**src/rtl/shift_add_mul_pkg.sv**
```systemverilog
package shift_add_mul_pkg;
  typedef enum logic [1:0] {
    ST_IDLE  = 2'd0,
    ST_STEP  = 2'd1,
    ST_SHIFT = 2'd2
  } mul_state_e;
endpackage

```
**src/rtl/shift_add_mul_adder.sv**
```systemverilog
module shift_add_mul_adder #(
  parameter int WIDTH = 8
) (
  input  logic [WIDTH-1:0] a_i,
  input  logic [WIDTH-1:0] b_i,
  output logic [WIDTH:0]   sum_o
);
  logic [WIDTH:0] carry;

  assign carry[0] = 1'b0;
  for (genvar i = 0; i < WIDTH; i++) begin : g_rca
    assign sum_o[i]   = a_i[i] ^ b_i[i] ^ carry[i];
    assign carry[i+1] = (a_i[i] & b_i[i]) | (carry[i] & (a_i[i] ^ b_i[i]));
  end
  assign sum_o[WIDTH] = carry[WIDTH];
endmodule

```
**src/rtl/shift_add_mul_ctrl.sv**
```systemverilog
module shift_add_mul_ctrl
  import shift_add_mul_pkg::*;
#(
  parameter int WIDTH = 8
) (
  input  logic clk_i,
  input  logic rst_ni,
  input  logic start_i,
  input  logic lsb_i,
  output logic load_o,
  output logic add_o,
  output logic shift_o,
  output logic busy_o,
  output logic done_o
);
  localparam int CW = (WIDTH > 2) ? $clog2(WIDTH) : 1;
  localparam logic [CW-1:0] LAST = CW'(WIDTH - 1);

  mul_state_e    state_q;
  logic [CW-1:0] count_q;
  logic          done_q;
  logic          last_step;

  assign last_step = (count_q == LAST);
  assign load_o    = (state_q == ST_IDLE) && start_i;
  assign add_o     = (state_q == ST_STEP) && lsb_i;
  assign shift_o   = ((state_q == ST_STEP) && !lsb_i) || (state_q == ST_SHIFT);
  assign busy_o    = (state_q != ST_IDLE);
  assign done_o    = done_q;

  always_ff @(posedge clk_i or negedge rst_ni) begin
    if (!rst_ni) begin
      state_q <= ST_IDLE;
      count_q <= '0;
      done_q  <= 1'b0;
    end else begin
      done_q <= 1'b0;
      if (load_o) begin
        state_q <= ST_STEP;
        count_q <= '0;
      end else if (add_o) begin
        state_q <= ST_SHIFT;
      end else if (shift_o) begin
        if (last_step) begin
          state_q <= ST_IDLE;
          count_q <= '0;
          done_q  <= 1'b1;
        end else begin
          state_q <= ST_STEP;
          count_q <= count_q + 1'b1;
        end
      end
    end
  end

  p_done_pulse_r4: assert property (@(posedge clk_i) disable iff (!rst_ni)
    done_o |=> !done_o);

  p_busy_done_r5: assert property (@(posedge clk_i) disable iff (!rst_ni)
    done_o |-> !busy_o);

  p_count_bound_r3: assert property (@(posedge clk_i) disable iff (!rst_ni)
    busy_o |-> (count_q <= LAST));

  // zero bit: single-clock step, bit counter advances
  p_zero_step_r7: assert property (@(posedge clk_i) disable iff (!rst_ni)
    (state_q == ST_STEP && !lsb_i && !last_step) |=>
      (state_q == ST_STEP && count_q == $past(count_q) + 1'b1));
endmodule

```
**src/rtl/shift_add_mul_dp.sv**
```systemverilog
module shift_add_mul_dp #(
  parameter int WIDTH = 8
) (
  input  logic               clk_i,
  input  logic               rst_ni,
  input  logic               load_i,
  input  logic               add_i,
  input  logic               shift_i,
  input  logic               busy_i,
  input  logic [WIDTH-1:0]   mcand_i,
  input  logic [WIDTH-1:0]   mplier_i,
  output logic               lsb_o,
  output logic [2*WIDTH-1:0] prod_o
);
  localparam int PW = 2 * WIDTH;

  logic [WIDTH-1:0] mcand_q;
  logic [WIDTH-1:0] mplier_q;
  logic [PW-1:0]    prod_q;
  logic             carry_q;
  logic [WIDTH:0]   sum;

  shift_add_mul_adder #(.WIDTH(WIDTH)) u_adder (
    .a_i  (prod_q[PW-1:WIDTH]),
    .b_i  (mcand_q),
    .sum_o(sum)
  );

  always_ff @(posedge clk_i or negedge rst_ni) begin
    if (!rst_ni) begin
      mcand_q  <= '0;
      mplier_q <= '0;
      prod_q   <= '0;
      carry_q  <= 1'b0;
    end else if (load_i) begin
      mcand_q  <= mcand_i;
      mplier_q <= mplier_i;
      prod_q   <= '0;
      carry_q  <= 1'b0;
    end else if (add_i) begin
      {carry_q, prod_q[PW-1:WIDTH]} <= sum;
    end else if (shift_i) begin
      prod_q   <= {carry_q, prod_q[PW-1:1]};
      mplier_q <= {1'b0, mplier_q[WIDTH-1:1]};
      carry_q  <= 1'b0;
    end
  end

  assign lsb_o  = mplier_q[0];
  assign prod_o = prod_q;

  p_add_then_shift_r8: assert property (@(posedge clk_i) disable iff (!rst_ni)
    add_i |=> (shift_i && !add_i));

  p_start_ignored_r6: assert property (@(posedge clk_i) disable iff (!rst_ni)
    (busy_i && !load_i) |=> $stable(mcand_q));

  p_hold_product_r9: assert property (@(posedge clk_i) disable iff (!rst_ni)
    (!busy_i && !load_i) |=> $stable(prod_q));
endmodule

```
**src/rtl/shift_add_mul.sv**
```systemverilog
module shift_add_mul #(
  parameter int WIDTH = 8
) (
  input  logic               clk_i,
  input  logic               rst_ni,
  input  logic               start_i,
  input  logic [WIDTH-1:0]   multiplicand_i,
  input  logic [WIDTH-1:0]   multiplier_i,
  output logic               busy_o,
  output logic               done_o,
  output logic [2*WIDTH-1:0] product_o
);
  logic load, add, shift, lsb;

  shift_add_mul_ctrl #(.WIDTH(WIDTH)) u_ctrl (
    .clk_i  (clk_i),
    .rst_ni (rst_ni),
    .start_i(start_i),
    .lsb_i  (lsb),
    .load_o (load),
    .add_o  (add),
    .shift_o(shift),
    .busy_o (busy_o),
    .done_o (done_o)
  );

  shift_add_mul_dp #(.WIDTH(WIDTH)) u_dp (
    .clk_i   (clk_i),
    .rst_ni  (rst_ni),
    .load_i  (load),
    .add_i   (add),
    .shift_i (shift),
    .busy_i  (busy_o),
    .mcand_i (multiplicand_i),
    .mplier_i(multiplier_i),
    .lsb_o   (lsb),
    .prod_o  (product_o)
  );
endmodule

```
**config.mk**
```make
export PLATFORM = sky130hd
export DESIGN_NAME = shift_add_mul
export DESIGN_NICKNAME = d
export VERILOG_FILES = /design/src/rtl/shift_add_mul_pkg.sv /design/src/rtl/shift_add_mul_adder.sv /design/src/rtl/shift_add_mul_ctrl.sv /design/src/rtl/shift_add_mul_dp.sv /design/src/rtl/shift_add_mul.sv
export SDC_FILE = /design/constraint.sdc
export NUM_CORES = 1
export LEC_CHECK = 0
export BUFFER_PORTS_ARGS = -buffer_cell sky130_fd_sc_hd__buf_2
export CAP_MARGIN = 40
export CORE_MARGIN = 2
export CORE_UTILIZATION = 35
export DETAILED_ROUTE_END_ITERATION = 10
export GPL_ROUTABILITY_DRIVEN = 0
export PLACE_DENSITY_LB_ADDON = 0.2
export SLEW_MARGIN = 5
export SYNTH_ARGS = -nofsm -noshare
export SYNTH_HDL_FRONTEND = slang
export SYNTH_SLANG_ARGS = --single-unit
```
**constraint.sdc**
```tcl
create_clock -name clk_i -period 3.7 [get_ports clk_i]
set_input_delay 0.555 -clock clk_i [delete_from_list [all_inputs] [get_ports clk_i]]
set_output_delay 0.555 -clock clk_i [all_outputs]
set_load 0.02 [all_outputs]
```
== Yosys cells after proc, flatten, opt, wreduce, memory -nomap -nowiden ==
Index checks and enable logic that the tools add are counted.
Storage, ports and cells
  register bits: 39
  bits in latches: 0
  memory bits (writable): 0
  memory bits (read-only): 0
  bits of input ports: 19
  output and inout port bits: 18
  word-level logic and storage cells: 82
  memories kept: 0
Cells by class
  $add $sub $neg: 1
  multipliers: 0
  div/mod/pow operators: 0
  $lt $le $gt $ge: 0
  equal/unequal tests: 4
  shift operators: 0
  muxes and demuxes: 22
  bitwise logic cells: 37
  reductions and logical operators: 10
Operator list (number)
  $mux W8: 5
  $mux W16: 2
  $and A1 B1 Y1: 15
  $xor A1 B1 Y1: 15
  $mux W3: 4
  $mux W1: 8
  $or A1 B1 Y1: 7
  $mux W2: 3
  $reduce_bool A2 Y1: 2
  $add A3 B1 Y3 const B: 1
  $eq A3 B3 Y1 const B: 1
  $logic_and A1 B1 Y1: 3
  $reduce_bool A3 Y1: 1
  $eq A2 B1 Y1 const B: 1
  $eq A2 B2 Y1 const B: 1
  $logic_not A2 Y1: 1
  $ne A2 B2 Y1 const B: 1
  $reduce_and A2 Y1: 1
  $logic_not A1 Y1: 1
  $logic_or A1 B1 Y1: 1

== Depth between registers and ports, before layout ==
  depth after elaboration: 17
  gate-level depth with buffers: 11
  depth with buffers taken out: 11

== Hierarchy ==
A second synthesis with hierarchy kept.
Second synthesis, totals
  cell total of the unflattened synthesis: 184
  area total of the unflattened synthesis: 2011.9 µm²
By module, submodules not included
  shift_add_mul_dp: times used 1, cells an instance 128, area an instance 1445.1 µm²
  shift_add_mul_ctrl: times used 1, cells an instance 38, area an instance 376.6 µm²
  shift_add_mul_adder: times used 1, cells an instance 18, area an instance 190.2 µm²

== Least setup slack after synthesis ==
OpenSTA, ideal clock, no wires.
  kind: reg-to-reg
  start point: register u_dp.prod_q[8] (netlist: u_dp.prod_o[8])
  end point: register u_dp.prod_q[14] (netlist: u_dp.prod_o[14])
  setup time: 0.077 ns
  arrival: 3.501 ns
  data required time: 3.623 ns
  setup slack: 0.121 ns
  cell stages (with the launch flop): 12
  buffers on the path: 0
  clock period less this slack: 3.579 ns
  path through: dfrtp_1 > ha_1 > fa_1 > fa_1 > fa_1 > fa_1 > inv_1 > fa_1 > fa_1 > and4b_1 > a211o_1 > a21oi_1
On the way
  word-level cells in the longest chain between the ends: 14
Ends and longest elaborated chain
  start: declaration: line shift_add_mul_dp.sv:19  | logic [PW-1:0] prod_q;
  start signal: indexed assignment: line shift_add_mul_dp.sv:41  | {carry_q, prod_q[PW-1:WIDTH]} <= sum;
  start signal: assignment: line shift_add_mul_dp.sv:43  | prod_q <= {carry_q, prod_q[PW-1:1]};
  $and A1 B1 Y1 (2 in a row): line shift_add_mul_adder.sv:13  | assign carry[i+1] = (a_i[i] & b_i[i]) | (carry[i] & (a_i[i] ^ b_i[i]));
  $or A1 B1 Y1: line shift_add_mul_adder.sv:13
  $and A1 B1 Y1: line shift_add_mul_adder.sv:13
  $or A1 B1 Y1: line shift_add_mul_adder.sv:13
  $and A1 B1 Y1: line shift_add_mul_adder.sv:13
  $or A1 B1 Y1: line shift_add_mul_adder.sv:13
  $and A1 B1 Y1: line shift_add_mul_adder.sv:13
  $or A1 B1 Y1: line shift_add_mul_adder.sv:13
  $and A1 B1 Y1: line shift_add_mul_adder.sv:13
  $or A1 B1 Y1: line shift_add_mul_adder.sv:13
  $xor A1 B1 Y1: line shift_add_mul_adder.sv:12  | assign sum_o[i] = a_i[i] ^ b_i[i] ^ carry[i];
  $mux W8: line shift_add_mul_dp.sv:40  | end else if (add_i) begin
  $mux W16: line shift_add_mul_dp.sv:35  | end else if (load_i) begin
Every way passes these cells.
A chain may end at the register's enable or synchronous reset.

== Final worst setup path ==
  start point: register u_dp.mcand_q[0]
  end point: register u_dp.prod_q[14] (netlist: u_dp.prod_o[14])
On the way
  word-level cells in the longest chain between the ends: 14
Ends and longest elaborated chain
  start: declaration: line shift_add_mul_dp.sv:17  | logic [WIDTH-1:0] mcand_q;
  start signal: assignment: line shift_add_mul_dp.sv:36  | mcand_q <= mcand_i;
  $and A1 B1 Y1 (2 in a row): line shift_add_mul_adder.sv:13
  $or A1 B1 Y1: line shift_add_mul_adder.sv:13
  $and A1 B1 Y1: line shift_add_mul_adder.sv:13
  $or A1 B1 Y1: line shift_add_mul_adder.sv:13
  $and A1 B1 Y1: line shift_add_mul_adder.sv:13
  $or A1 B1 Y1: line shift_add_mul_adder.sv:13
  $and A1 B1 Y1: line shift_add_mul_adder.sv:13
  $or A1 B1 Y1: line shift_add_mul_adder.sv:13
  $and A1 B1 Y1: line shift_add_mul_adder.sv:13
  $or A1 B1 Y1: line shift_add_mul_adder.sv:13
  $xor A1 B1 Y1: line shift_add_mul_adder.sv:12
  $mux W8: line shift_add_mul_dp.sv:40
  $mux W16: line shift_add_mul_dp.sv:35
Every way passes these cells.

==> impl_results.md <==
* Yosys cell types at 32
* Peak Freq at 287 MHz
* Post-synth EDFFs at 0
* # IOs at 37
* Die X at 77.9 um
* Worst EP arrival at 3.70 ns
* Via count at 1243
* Hold_buf cts at 0
* Die area at 0.00607 mm^2
* Post-CTS sizing at 0
* Post-synth top area share at 0.510
* Crit path cell chain: ha_1 > fa_1 > fa_2 > fa_2 > fa_1 > inv_1 > fa_1 > fa_1 > and4b_1 > a211o_1 > a21oi_1
* PwrDens at 756 mW/mm^2
* Vias/cell at 4.91
* Data required time of the worst path at 3.92 ns
* N_diodes at 0
* Max Fanout on Critical Path at 2
* Num CTS Buffers at 5
* Ys flop type: dfrtp_1
* Area occupied by multi-input gates at 833 um^2
* Register area share after synthesis at 0.510
* Layout cells sized above 1 at 0.393
* Fin nets at 211
* Asr flop ratio synth at 1.00
* Skew final at 0.00982 ns
* Setup TNS Final at 0 ns
* Post-DP HPWL at 2690 um
* Dominant cells by area after synthesis: dfrtp_1 51%, mux2_2 10%, fa_1 7.3%
* Clk slew on worst S/H paths at 0.08 ns
* Total of max-cap violations at 0
* Largest net degree at the start of global routing at 25
* Synthesis-to-finish area growth at 20.5%
* Worst Hold Slack at 0.182 ns
* Worst VDD drop at 0.430 mV
* Setup CP Type: register to register
* ANT nets after route at 0
* Core Footprint at 0.00520 mm^2
* Cell accounting for the most synthesized area: dfrtp_1
* Crit start category: register
* Reg area at 976 um^2
* Antenna violations before repair at 0
* Port-buffer cells at 36
* Max_slew headroom at 0.580
* Ratio of final minimum period to clock period at 0.941
* Post-synthesis cell area at 0.00191 mm^2
* Final worst path period need at 3.48 ns
* First-pass GRT wire length at 6240 um
* DRC at 0
* Setup bufs post-CTS at 0
* CTS Root Cell: clkbuf_8
* Tot GR Track Use at 0.133
* Avg Cell Area, Syn at 13.3 um^2
* Fill count at 498
* Routed WL at 3690 um
* Number of global-route vias before repair at 1320
* Starting Density at 0.367
* Die height at 77.9 um
* Sink Count at 39
* Least-Margin Pin Slew at 0.630 ns
* CTS tree: done
* Wire per inst at 14.6 um
* Post-synthesis register bit count at 39
* HP Class: primary input to async pin
* Cell mode on critical path: fa_1
* Initial DRC count at 39
* Post-Syn Instances at 144
* YS warnings at 0
* GRT overflow at 0
* TritonRoute pass-1 iters at 4
* CP max stage delay at 0.42 ns
* Synth top cells by count: 39 x dfrtp_1, 17 x mux2_2, 11 x a32o_1, 11 x inv_1, 9 x mux2i_1
* Hold Fails Final Rpt at 0
* Max Slew Vio Count at 0
* Syn_nets at 173
* Clk_lat worst skew at 0.29 ns
* Crit path max-delay cell type: fa_1
* Leakage at 0.00111 uW
* H-tree depth at 2
* Unrepaired setup endpoints after global routing: false
* Critical path capture point type: register
* Site Rows at 26
* Final setup vio count at 0
* Outcome: complete, no violations
* CTS max path bufs at 2
* Most instantiated library cell after synthesis: dfrtp_1
==> cell type report <==
| type | instances | share of cell area |
|---|---|---|
| Sequential cell | 39 | 0.423 |
| Multi-Input combinational cell | 85 | 0.362 |
| Timing Repair Buffer | 40 | 0.0999 |
| Tap cell | 70 | 0.0380 |
| Clock buffer | 5 | 0.0299 |
| Clock inverter | 3 | 0.0293 |
| Inverter | 11 | 0.0179 |
==> worst max-delay path, delay by kind of cell (launching register included) <==
| kind | cells | cell delay (ns) |
|---|---|---|
| buffers and inverters | 1 | 0.09 |
| adders and majority gates | 7 | 2.40 |
| DFF | 1 | 0.39 |
| and+or+nand+nor | 1 | 0.20 |
| AOI/OAI and AO/OA | 2 | 0.34 |
==> cell families after synthesis <==
family	Yosys count	share of synthesized area
simple gates	16	0.0517
mux	26	0.147
fa+ha+maj	10	0.0929
buf+inv	20	0.0563
flops	39	0.510
xor+xnor	2	0.0131
compound gates	31	0.128
==> state kept, by name, summed over array words and instances (netlist names) <==
signal	flops
u_ctrl.count_q	3
u_dp.mplier_q	8
u_dp.prod_o	16
u_ctrl.done_o	1
u_dp.carry_q	1
u_dp.mcand_q	8
u_ctrl.state_q	2
==> where the power goes <==
group	switching, uW	internal (uW)	total, uW
registers	124	594	718
logic	303	298	601
clock network	154	269	423
total	581	1160	1740
==> routing by layer <==
metal  global-route usage  share of wire  up-vias
met4               0.0526          0.011        0
met1                0.167           0.46      618
met2                0.213           0.48       30
met5                    0              0        -
li1                     -              -      590
met3               0.0430          0.048        5
==> cell usage in the layout, fill, tap and decap left out, types with 3 or more instances in the layout <==
cell and n:
nor2_1 4, fa_1 5, inv_1 11, a32o_1 11, buf_4 3, nand2_1 4
mux2i_1 9, mux2_2 17, a21oi_1 4, a211oi_1 3, dfrtp_1 39, o21ai_0 5
ha_1 3, buf_2 36, clkbuf_8 5
==> through the flow <==
step / util / std cells / total power, uW / setup slack [ns] / cell area [um^2]
floorplan: - / 144 / 1130 / 0.121 / 1910
CTS: 0.442 / 253 / 1760 / 0.0763 / 2300
global route: 0.443 / 253 / 1870 / 0.0409 / 2300
global placement: 0.410 / 244 / 1300 / 0.151 / 2140
finish: 0.443 / 253 / 1740 / 0.218 / 2300
detailed placement: 0.416 / 245 / 1330 / 0.103 / 2160
==> worst paths after layout <==
kind	start	endpoint	slack, ns	depth (start not counted)
min in group clk_i	multiplicand_i[5]	u_dp.mcand_q[5]	0.46	3
min	rst_ni	u_dp.mcand_q[5]	0.18	1
min reg2reg	u_dp.prod_o[0]	u_dp.prod_o[0]	0.51	1
max reg2reg	u_dp.mcand_q[0]	u_dp.prod_o[14]	0.22	11
max	u_dp.mcand_q[0]	u_dp.prod_o[14]	0.22	11
max in group asynchronous	rst_ni	u_dp.prod_o[4]	3.06	2
(Power assumes the default switching activity.)
